<file path="src/rtl/status_alert_latch.sv">
module status_alert_latch (
  input  logic       clk,
  input  logic       rst,
  input  logic       busy_i,
  input  logic       int_hi_i,
  input  logic       int_lo_i,
  input  logic       rem_hi_i,
  input  logic       rem_lo_i,
  input  logic       open_i,
  input  logic       rem_therm_i,
  input  logic       int_therm_i,
  input  logic       rd_stb_i,
  input  logic       ara_done_i,
  output logic [7:0] status_o,
  output logic       alert_n_o,
  output logic       therm_n_o
);

  logic [4:0] cond, sticky_q, sticky_d;
  logic [2:0] live_q;
  logic       alert_q, therm_q, rise;

  assign cond     = {int_hi_i, int_lo_i, rem_hi_i, rem_lo_i, open_i};
  assign sticky_d = rd_stb_i ? cond : (sticky_q | cond);
  assign rise     = |(sticky_d & ~sticky_q);

  always_ff @(posedge clk) begin
    if (rst) begin
      sticky_q <= '0;
      live_q   <= '0;
      alert_q  <= 1'b0;
      therm_q  <= 1'b0;
    end else begin
      sticky_q <= sticky_d;
      live_q   <= {busy_i, rem_therm_i, int_therm_i};
      therm_q  <= rem_therm_i | int_therm_i;
      if (rise)
        alert_q <= 1'b1;
      else if (ara_done_i && sticky_q == '0)
        alert_q <= 1'b0;
    end
  end

  assign status_o  = {live_q[2], sticky_q, live_q[1:0]};
  assign alert_n_o = ~alert_q;
  assign therm_n_o = ~therm_q;

  assert_reset_R1: assert property (@(posedge clk)
    rst |=> (status_o == 8'h00 && alert_n_o && therm_n_o));

  assert_sticky_set_R3: assert property (@(posedge clk) disable iff (rst)
    int_hi_i |=> status_o[6]);

  assert_sticky_hold_R3: assert property (@(posedge clk) disable iff (rst)
    (status_o[2] && !rd_stb_i) |=> status_o[2]);

  assert_read_clear_R4: assert property (@(posedge clk) disable iff (rst)
    (rd_stb_i && !rem_lo_i) |=> !status_o[3]);

  assert_therm_pin_R6: assert property (@(posedge clk) disable iff (rst)
    (rem_therm_i || int_therm_i) |=> !therm_n_o);

  assert_alert_rise_R7: assert property (@(posedge clk) disable iff (rst)
    (!status_o[5] && int_lo_i) |=> !alert_n_o);

  assert_alert_hold_R8: assert property (@(posedge clk) disable iff (rst)
    (!alert_n_o && !ara_done_i) |=> !alert_n_o);

  assert_alert_keep_R9: assert property (@(posedge clk) disable iff (rst)
    (!alert_n_o && (|status_o[6:2])) |=> !alert_n_o);

endmodule

</file>
<file path="config.mk">
export PLATFORM = sky130hd
export DESIGN_NAME = status_alert_latch
export DESIGN_NICKNAME = d
export VERILOG_FILES = /design/src/rtl/status_alert_latch.sv
export SDC_FILE = /design/constraint.sdc
export NUM_CORES = 1
export LEC_CHECK = 0
export ABC_AREA = 1
export BUFFER_PORTS_ARGS = -buffer_cell sky130_fd_sc_hd__buf_2
export CAP_MARGIN = 20
export CORE_AREA = 3 3 40 42
export DETAILED_ROUTE_END_ITERATION = 8
export DIE_AREA = 0 0 43 45
export HOLD_SLACK_MARGIN = 0.1
export SYNTH_ARGS = -nofsm -noshare
export SYNTH_HDL_FRONTEND = slang
export SYNTH_SLANG_ARGS = --single-unit
export TNS_END_PERCENT = 20
</file>
<file path="constraint.sdc">
create_clock -name clk -period 1 [get_ports clk]
set_clock_uncertainty 0.15 [all_clocks]
set_input_delay 0.05 -clock clk [delete_from_list [all_inputs] [get_ports clk]]
set_output_delay 0.05 -clock clk [all_outputs]
set_load 0.01 [all_outputs]
</file>
== Word level (Yosys, flattened, before mapping) ==
Index checks and enable logic that the tools add are counted.

* Register bits after elaboration: 10
* Output and inout bits: 10
* Word-level logic and storage cells: 17

* Muxes and demuxes: 3
* Bitwise gates (word level): 6
* Reductions and logical operators: 4

{| class="wikitable"
|+ Operator list
! cell !! number
|-
| 5-bit bitwise AND || 1
|-
| 5-bit logical NOT || 1
|-
| 5-bit 2-to-1 mux || 1
|-
| 5-bit NOT || 1
|-
| 5-bit OR || 1
|-
| 5-bit OR reduction || 1
|-
| 1-bit 2-to-1 mux || 2
|-
| 1-bit NOT || 2
|-
| 2-bit nonzero test || 1
|-
| 1-bit logical AND || 1
|-
| 1-bit OR || 1
|}

== Longest topological paths before layout ==
Gate-level depths: netlist of the first run.

* Word-level depth: 5
* Mapped depth: 5
* Mapped depth without buffers: 5

== Least setup slack after synthesis of the first run ==
No wires, ideal clock.

* Kind: reg-to-reg
* Start point: register sticky_q[1]
* End point: register alert_q
* Library setup time: 0.119 ns
* Data arrival time: 0.680 ns
* Required time: 0.731 ns
* Path slack: 0.051 ns
* Cell stages (with the launch flop): 6
* Buffers on the path: 0
* Clock period less this slack: 0.949 ns
* Path through: dfxtp_1 -> inv_1 -> nand2_1 -> nand3_1 -> nor2_1 -> a21oi_1

* Longest elaborated chain between the ends: 5
* Elaborated cells on any way between the ends: 9
* Those cells by class: mux (2); bitwise (3); reduce/logical (4)

{| class="wikitable"
|+ Ends and longest elaborated chain
! element !! line !! source
|-
| start, declared || 19 || <nowiki>logic [4:0] cond, sticky_q, sticky_d;</nowiki>
|-
| start signal, assigned || 34 || <nowiki>sticky_q <= sticky_d;</nowiki>
|-
| 5-bit OR || 24 || <nowiki>assign sticky_d = rd_stb_i ? cond : (sticky_q | cond);</nowiki>
|-
| 5-bit 2-to-1 mux || 24 ||
|-
| 5-bit bitwise AND || 25 || <nowiki>assign rise = |(sticky_d & ~sticky_q);</nowiki>
|-
| 5-bit OR reduction || 25 ||
|-
| 1-bit 2-to-1 mux / 2-bit nonzero test (equally long branches) || - ||
|-
| end signal, assigned || 31 || <nowiki>alert_q <= 1'b0;</nowiki>
|-
| end signal, assigned || 38 || <nowiki>alert_q <= 1'b1;</nowiki>
|-
| end signal, assigned || 40 || <nowiki>alert_q <= 1'b0;</nowiki>
|-
| end, declared || 21 || <nowiki>logic alert_q, therm_q, rise;</nowiki>
|}

Parallel ways exist; a longest one is shown, timed or not.
A chain may end at the register's enable or synchronous reset.

== Worst setup path after layout of the first run ==
* Start point: input port rem_lo_i
* End point: register alert_q

* Longest elaborated chain between the ends: 5
* Elaborated cells on any way between the ends: 6
* Those cells by class: mux (2); bitwise (2); reduce/logical (2)

{| class="wikitable"
|+ Ends and longest elaborated chain
! element !! line !! source
|-
| start, declared || 8 || <nowiki>input logic rem_lo_i,</nowiki>
|-
| 5-bit OR || 24 ||
|-
| 5-bit 2-to-1 mux (*) || 24 ||
|-
| 5-bit bitwise AND (*) || 25 ||
|-
| 5-bit OR reduction (*) || 25 ||
|-
| 1-bit 2-to-1 mux / 2-bit nonzero test (equally long branches) || - ||
|}

Every way passes the cells marked *; elsewhere a longest branch is shown, timed or not.

==> results of run 1 <==
==> registers in the layout, summed over array words and instances, names as in the netlist <==
register / flops
alert_q: 1
live_q: 3
sticky_q: 5
therm_q: 1
==> synth_stat cells <==
cell type	count	area share
nand3_2	1	0.027
inv_1	12	0.12
o21ai_1	1	0.014
a21oi_1	7	0.095
buf_2	1	0.014
dfxtp_1	10	0.54
nand2_1	6	0.061
nand3_1	1	0.014
nor2_1	11	0.11
==> worst paths after layout <==
path / startpoint / to / slack (ns) / depth (start not counted)
min reg2reg: alert_q / alert_q / 0.31 / 2
min: alert_q / alert_q / 0.31 / 2
max reg2reg: sticky_q[1] / alert_q / 0.08 / 4
max: rem_lo_i / alert_q / 0.009 / 6
==> power breakdown <==
| group | total (uW) | leakage [uW] | internal [uW] | switching, uW |
|---|---|---|---|---|
| registers | 441 | 0.0000848 | 426 | 14.6 |
| logic | 150 | 0.000241 | 81.7 | 68.5 |
| clock network | 350 | 0.0000210 | 221 | 129 |
| total | 941 | 0.000347 | 729 | 212 |
==> logic make-up after synthesis <==
family | Yosys count | synth area share
flops | 10 | 0.542
simple gates | 19 | 0.214
buf+inv | 13 | 0.136
compound gates | 8 | 0.108
==> timing repair <==
action,in CTS,in global routing
setup endpoints to repair,0,8
gates resized for setup,0,7
hold endpoints to repair,10,0
hold buffers,11,0
==> critical path: cells and delay by family <==
kind            cells  cell delay [ns]
simple gates        3             0.20
buf+inv             2             0.67
compound gates      1             0.06
==> area by class of cell <==
| class | count | area [um2] | area share |
|---|---|---|---|
| timing repair buffer | 32 | 215 | 0.335 |
| sequential | 10 | 206 | 0.321 |
| multi-input combinational | 27 | 121 | 0.189 |
| inverter | 12 | 45.0 | 0.0700 |
| clock buffer | 4 | 36.3 | 0.0564 |
| tap | 15 | 18.8 | 0.0292 |
==> per-stage QoR <==
| step | util | std cells |
|---|---|---|
| 3_3_place_gp | 0.380 | 85 |
| 6_report | 0.500 | 100 |
| 2_1_floorplan | - | 50 |
| 4_1_cts | 0.494 | 100 |
| 3_5_place_dp | 0.380 | 85 |
| 5_1_grt | 0.500 | 100 |
==> metal layers <==
metal | part of all wire | vias up | track usage
li1 | - | 219 | -
met1 | 0.44 | 181 | 0.105
met2 | 0.49 | 15 | 0.183
met3 | 0.072 | 0 | 0.0438
met4 | 0 | 0 | 0.0361
met5 | 0 | - | 0
==> metrics.yaml, run 1 <==
start_util: 0.287
area_growth_pct: 74.2
synth_area_um2: 369
min_path_type: "reg -> reg"
syn_nets: 62
yosysWarnings: 0
grt_pass1_wl_um: 1440
dpl.hpwl_um: 626
final_cell_mix: "buf_2, inv_1, dlygate4sd3_1"
fp.dieArea_um2: 1940
wl_per_cell_um: 8.37
cpPeakStageDelay_ns: 0.54
via_per_inst: 4.15
worstSetupEndpointType: "flip-flop"
start_kind: "input pin"
preCtsSetupSlack_ns: 0.0527
grt_setup_unrepaired: "yes"
synth.avg_cell_area_um2: 7.38
slowest_stage: "dlygate4sd3_1"
setup_viol: 0
clkSinkCount: 10
power_uw: 941
grt_max_degree: 11
first_pass_iters: 4
required_ns: 0.99
worstPathArrival_ns: 0.99
yosysSeqAreaShare: 0.542
post-cts-setup-buffers: 0
h-tree-depth: 1
antenna_left: 0
rows: 13
clock_latency_ns: 0.26
die_x_um: 43
boundaryPins: 22
finalSetupTns_ns: 0
via_count: 415
cp_max_fo: 2
postLayoutSetupSlackWorst_ns: 0.00867
clockBufferDepth: 2
cts-buffers-inserted: 3
max_slew.worst_pin.slew_ns: 0.183
die_y_um: 45
max_freq_mhz: 1010
holdWs_ns: 0.312
slew_violations: 0
hold_viol: 0
status: "complete, no violations"
portBuffers: 21
cts-root-buf: "clkbuf_4"
gp_congestion: 0.692
synthDistinctLibCells: 9
power_density_nw_per_um2: 1460
path_cells: "dlygate4sd3_1 > buf_2 > nand2_1 > nand3_1 > nor2_1 > a21oi_1"
totalWireLength_um: 837
placed_area_um2: 488
timing.final.crit_share: 0.991
route.detailed.drc: 0
max_slew_margin: 0.878
final_cell_area_um2: 643
grt_use_total: 0.101
nNetsFinal: 98
antenna_cells: 0
clkTransAtPathRegs_ns: 0.06
ys_ff_latch: 10
grt_pass1_vias: 377
grt-ovfl-total: 0
drive_gt1_frac: 0.388
cts_tree: "done"
synthCells: 50
peakVddDrop_uv: 785
final_common_cell: "buf_2"
drt_iter0_drc: 2
core_um2: 1280
p_leak_uw: 0.000347
antenna_found_initial: 0
worstSetupPathType: "in -> reg"
final.min_clock_period_ns: 0.991
drv_cap: 0
fillers: 126
(Power assumes the default switching activity.)
==> run 2, diff against run 1 <==
Settings changed: PLACE_DENSITY set to 0.57.
==> metrics.yaml, run 2 (synthesis results as in run 1) <==
final_common_cell: "buf_2"  # unchanged
boundaryPins: 22  # unchanged
multi_input_area_um2: 119  # was 121 um2
h-tree-depth: 1  # unchanged
nNetsFinal: 94  # was 98
reg_top3: "sticky_q (5), live_q (3)"  # unchanged
cts_hold_buf: 7  # was 11
regMostFlops: "sticky_q"  # unchanged
peakVddDrop_uv: 854  # was 785 uV
slew_violations: 0  # unchanged
final.min_clock_period_ns: 0.985  # was 0.991 ns
postLayoutSetupSlackWorst_ns: 0.0151  # was 0.00867 ns
via_count: 394  # was 415
clock_latency_ns: 0.25  # was 0.26 ns
core_um2: 1280  # unchanged
worst-path-buf-inv: 2  # unchanged
seq_area_um2: 206  # unchanged
cts-root-buf: "clkbuf_4"  # unchanged
grt_setup_unrepaired: "yes"  # unchanged
drv_cap: 0  # unchanged
fillers: 147  # was 126
drive_gt1_frac: 0.388  # about the same
clockBufferDepth: 2  # unchanged
antenna_cells: 0  # unchanged
violations: "hold timing"
worstPathArrival_ns: 0.98  # was 0.99 ns
first_pass_iters: 2  # was 4
drt_iter0_drc: 1  # was 2
via_per_inst: 4.15  # about the same
worstSetupEndpointType: "flip-flop"  # unchanged
start_util: 0.287  # unchanged
use_met3: 0.0637  # was 0.0438
cts_tree: "done"  # unchanged
cts-buffers-inserted: 3  # unchanged
grt_pass1_vias: 363  # was 377
slowest_stage: "dlygate4sd3_1"  # unchanged
portBuffers: 21  # unchanged
fin_util: 0.457  # was 0.500
route.detailed.drc: 0  # unchanged
post-cts-setup-buffers: 0  # unchanged
finalSetupTns_ns: 0  # unchanged
timing.final.crit_share: 0.985  # was 0.991
die_y_um: 45  # unchanged
grt_max_degree: 11  # unchanged
totalWireLength_um: 838  # was 837 um
start_kind: "input pin"  # unchanged
worstSetupPathType: "in -> reg"  # unchanged
top_usage_layer: "met2"  # unchanged
cp_top_family: "buffers and inverters"  # unchanged
required_ns: 0.99  # about the same
r2r-start: "sticky_q[1]"  # unchanged
fp.dieArea_um2: 1940  # unchanged
max_freq_mhz: 1020  # was 1010 MHz
hold_viol: 3  # was 0
min_from: "rem_lo_i"  # was alert_q
gp_congestion: 0.651  # was 0.692
wl_per_cell_um: 8.82  # was 8.37 um
area_growth_pct: 59.0  # was 74.2%
dpl.hpwl_um: 601  # was 626 um
setup_viol: 0  # unchanged
clkSinkCount: 10  # unchanged
startpoint: "int_lo_i"  # was rem_lo_i
grt_use_met2: 0.186  # was 0.183
grt_use_total: 0.100  # was 0.101
status: "finished with violations"  # was complete, no violations
antenna_left: 0  # unchanged
holdWs_ns: -0.136  # was 0.312 ns
use_met1: 0.0954  # was 0.105
path_cells: "dlygate4sd3_1 > buf_2 > nand2_1 > o21ai_1 > nor2_1 > a21oi_1"  # was dlygate4sd3_1 > buf_2 > nand2_1 > nand3_1 > nor2_1 > a21oi_1
grt-ovfl-total: 0  # unchanged
die_x_um: 43  # unchanged
cp_max_fo: 2  # unchanged
grt_pass1_wl_um: 1390  # was 1440 um
p_leak_uw: 0.000323  # was 0.000347 uW
min_path_type: "in -> reg"  # was reg -> reg
max_slew_margin: 0.884  # was 0.878
clkTransAtPathRegs_ns: 0.06  # about the same
power_density_nw_per_um2: 1430  # was 1460 nW/um2
max_slew.worst_pin.slew_ns: 0.175  # was 0.183 ns
largest_reg_flops: 5  # unchanged
rows: 13  # unchanged
antenna_found_initial: 0  # unchanged
final_cell_mix: "buf_2, inv_1, nor2_1"  # was buf_2, inv_1, dlygate4sd3_1
power_uw: 839  # was 941 uW
cpPeakStageDelay_ns: 0.53  # was 0.54 ns
preCtsSetupSlack_ns: 0.0150  # was 0.0527 ns
[run 2: cell types whose count changed in the layout (fill, tap and decap cells not counted)]
cell,change
dlygate4sd3_1,-4
nor2_1,+1
nor2_2,-1
clkbuf_8,-1
[run 2: worst register-to-register path, cell delays in order (launching register included)]
cell	delay [ns]
dfxtp_2	0.34
inv_1	0.04
nand2_1	0.05
nand3_1	0.08
nor2_1	0.10
a21oi_1	0.06
[run 2: path summary, 6_finish.rpt]
kind                      end  slack (ns)  cells after the start
hold reg to reg       alert_q        0.32                      2
setup reg to reg      alert_q        0.06                      5
setup / recovery      alert_q        0.02                      6
hold / removal    sticky_q[1]       -0.14                      3
[run 2: repair_timing]
action,CTS,global route
endpoints found under the setup margin,0,7
gates resized for setup,0,6
endpoints found under the hold margin,10,4
[run 2: per-layer routing]
| metal | routed length [um] | vias up |
|---|---|---|
| met5 | 0 | - |
| met4 | 0 | 0 |
| met3 | 74 | 0 |
| met1 | 311 | 169 |
| li1 | - | 210 |
| met2 | 452 | 15 |
[run 2: report_power, final]
group	switching (uW)	internal (uW)	total, uW
Clock	122	138	261
Combinational	65.2	71.0	136
Sequential	15.1	427	442
[run 2: layout make-up]
| type | count | share of cell area |
|---|---|---|
| flip-flops and latches | 10 | 0.352 |
| multi-input cells | 27 | 0.203 |
| repair buffers | 28 | 0.299 |
| inverters | 12 | 0.0768 |
| well taps | 15 | 0.0320 |
| clock buffers | 3 | 0.0384 |
[run 2: per-stage QoR]
| step | cell area (um2) | std cells |
|---|---|---|
| CTS | 581 | 95 |
| global route | 587 | 95 |
| global placement | 488 | 85 |
| finish | 587 | 95 |
| floorplan | 369 | 50 |
| detailed placement | 488 | 85 |
==> run 3, diff against run 2 <==
Settings changed: BUFFER_PORTS_ARGS -buffer_cell sky130_fd_sc_hd__buf_2 to -buffer_cell sky130_fd_sc_hd__clkbuf_2.
==> metrics.yaml, run 3 (synthesis results as in run 1) <==
worstPathArrival_ns: 0.99  # was 0.98 ns
hold_viol: 2  # was 3
max_freq_mhz: 1010  # was 1020 MHz
worstSetupPathType: "in -> reg"  # unchanged
grt_pass1_wl_um: 1320  # was 1390 um
min_path_type: "in -> reg"  # unchanged
grt_pass1_vias: 358  # was 363
area_growth_pct: 64.4  # was 59.0%
slew_violations: 0  # unchanged
rows: 13  # unchanged
finalSetupTns_ns: 0  # unchanged
max_slew.worst_pin.slew_ns: 0.204  # was 0.175 ns
regMostFlops: "sticky_q"  # unchanged
dpl.hpwl_um: 608  # was 601 um
cts-buffers-inserted: 3  # unchanged
cts_hold_buf: 9  # was 7
grt-ovfl-total: 0  # unchanged
nNetsFinal: 96  # was 94
die_x_um: 43  # unchanged
p_leak_uw: 0.000332  # was 0.000323 uW
core_um2: 1280  # unchanged
max_slew_margin: 0.864  # was 0.884
portBuffers: 21  # unchanged
drive_gt1_frac: 0.378  # was 0.388
final_common_cell: "clkbuf_2"  # was buf_2
r2r-start: "sticky_q[1]"  # unchanged
status: "finished with violations"  # unchanged
grt_setup_unrepaired: "yes"  # unchanged
layoutNonFillerInstCount: 97  # was 95
timing.final.crit_share: 0.995  # was 0.985
antenna_found_initial: 0  # unchanged
route.detailed.drc: 0  # unchanged
reg_top3: "sticky_q (5), live_q (3)"  # unchanged
final.min_clock_period_ns: 0.995  # was 0.985 ns
power_density_nw_per_um2: 1390  # was 1430 nW/um2
wl_per_cell_um: 8.37  # was 8.82 um
die_y_um: 45  # unchanged
first_pass_iters: 4  # was 2
clockBufferDepth: 2  # unchanged
drv_cap: 0  # unchanged
largest_reg_flops: 5  # unchanged
clkTransAtPathRegs_ns: 0.06  # about the same
start_util: 0.287  # unchanged
via_count: 402  # was 394
boundaryPins: 22  # unchanged
cp_max_fo: 2  # unchanged
fp.dieArea_um2: 1940  # unchanged
via_per_inst: 4.14  # was 4.15
min_from: "rem_hi_i"  # was rem_lo_i
violations: "hold timing"  # unchanged
clkSinkCount: 10  # unchanged
antenna_left: 0  # unchanged
fillers: 143  # was 147
worstSetupEndpointType: "flip-flop"  # unchanged
dp.cells: 85  # unchanged
rr_endpoint: "alert_q"  # unchanged
totalWireLength_um: 812  # was 838 um
clock_latency_ns: 0.25  # about the same
drt_iter0_drc: 6  # was 1
hold_depth: 3  # unchanged
final_cell_mix: "clkbuf_2, inv_1, nor2_1"  # was buf_2, inv_1, nor2_1
start_kind: "input pin"  # unchanged
grt_use_total: 0.0954  # was 0.100
h-tree-depth: 1  # unchanged
setup_viol: 0  # unchanged
hold_path_end: "sticky_q[2]"  # was sticky_q[1]
cts_tree: "done"  # unchanged
holdWs_ns: -0.133  # was -0.136 ns
required_ns: 0.99  # about the same
grt_max_degree: 11  # unchanged
power_uw: 846  # was 839 uW
antenna_cells: 0  # unchanged
peakVddDrop_uv: 735  # was 854 uV
cts-root-buf: "clkbuf_4"  # unchanged
worst-r2r-cell-count: 5  # unchanged
reg2reg_slack_ns: 0.05  # was 0.06 ns
gp_congestion: 0.651  # about the same
==> run 3: cell count changes in the layout (fill, tap and decap cells not counted), sizes merged <==
| cell | change |
|---|---|
| dlygate4sd3 | +2 |
| buf | -21 |
| clkbuf | +21 |
==> run 3: power breakdown <==
part	internal [uW]	total [uW]	switching (uW)
combinational	75.7	143	66.9
clock	138	261	123
sequential	427	442	15.6
total	641	846	205
==> run 3: timing repair <==
| item | CTS | global route |
|---|---|---|
| hold endpoints to repair | 10 | 3 |
| endpoints found under the setup margin | 1 | 6 |
| setup buffers | 0 | 0 |
| resized for setup | 1 | 5 |
==> run 3: per-stage QoR <==
stage	instance area (um2)	utilization	setup WS (ns)
2_1_floorplan	369	-	0.0510
3_3_place_gp	488	0.380	0.0467
3_5_place_dp	488	0.380	0.00877
4_1_cts	602	0.468	0.00465
5_1_grt	607	0.472	-0.0212
6_report	607	0.472	0.00547
==> run 3: layout make-up <==
cell class | instances | area (um2) | area share
sequential | 10 | 206 | 0.340
multi-input combinational | 27 | 119 | 0.196
inverter | 12 | 45.0 | 0.0742
tap | 15 | 18.8 | 0.0309
timing repair buffer | 30 | 195 | 0.322
clock buffer | 3 | 22.5 | 0.0371
==> run 3: layer usage <==
layer / global-route usage / up-vias / share of wire
met2: 0.171 / 15 / 0.51
li1: - / 212 / -
met5: 0 / - / 0
met3: 0.0598 / 0 / 0.086
met1: 0.0880 / 175 / 0.41
met4: 0.0361 / 0 / 0
==> run 3: worst max path at each step <==
stage                 from     endpoint  slack, ns  depth (start not counted)
2_1_floorplan  sticky_q[1]      alert_q       0.05                          5
3_3_place_gp   sticky_q[1]      alert_q       0.05                          5
3_5_place_dp   sticky_q[1]      alert_q      0.009                          5
4_1_cts        sticky_q[2]  status_o[4]      0.005                          1
5_1_grt         ara_done_i      alert_q      -0.02                          7
6_report            open_i      alert_q      0.005                          6
==> run 3: critical path, cell delays in order <==
cell and delay (ns):
dlygate4sd3_1 0.53, clkbuf_2 0.11, nand2_1 0.06, nand3_1 0.07, nor2_1 0.10, a21oi_1 0.06
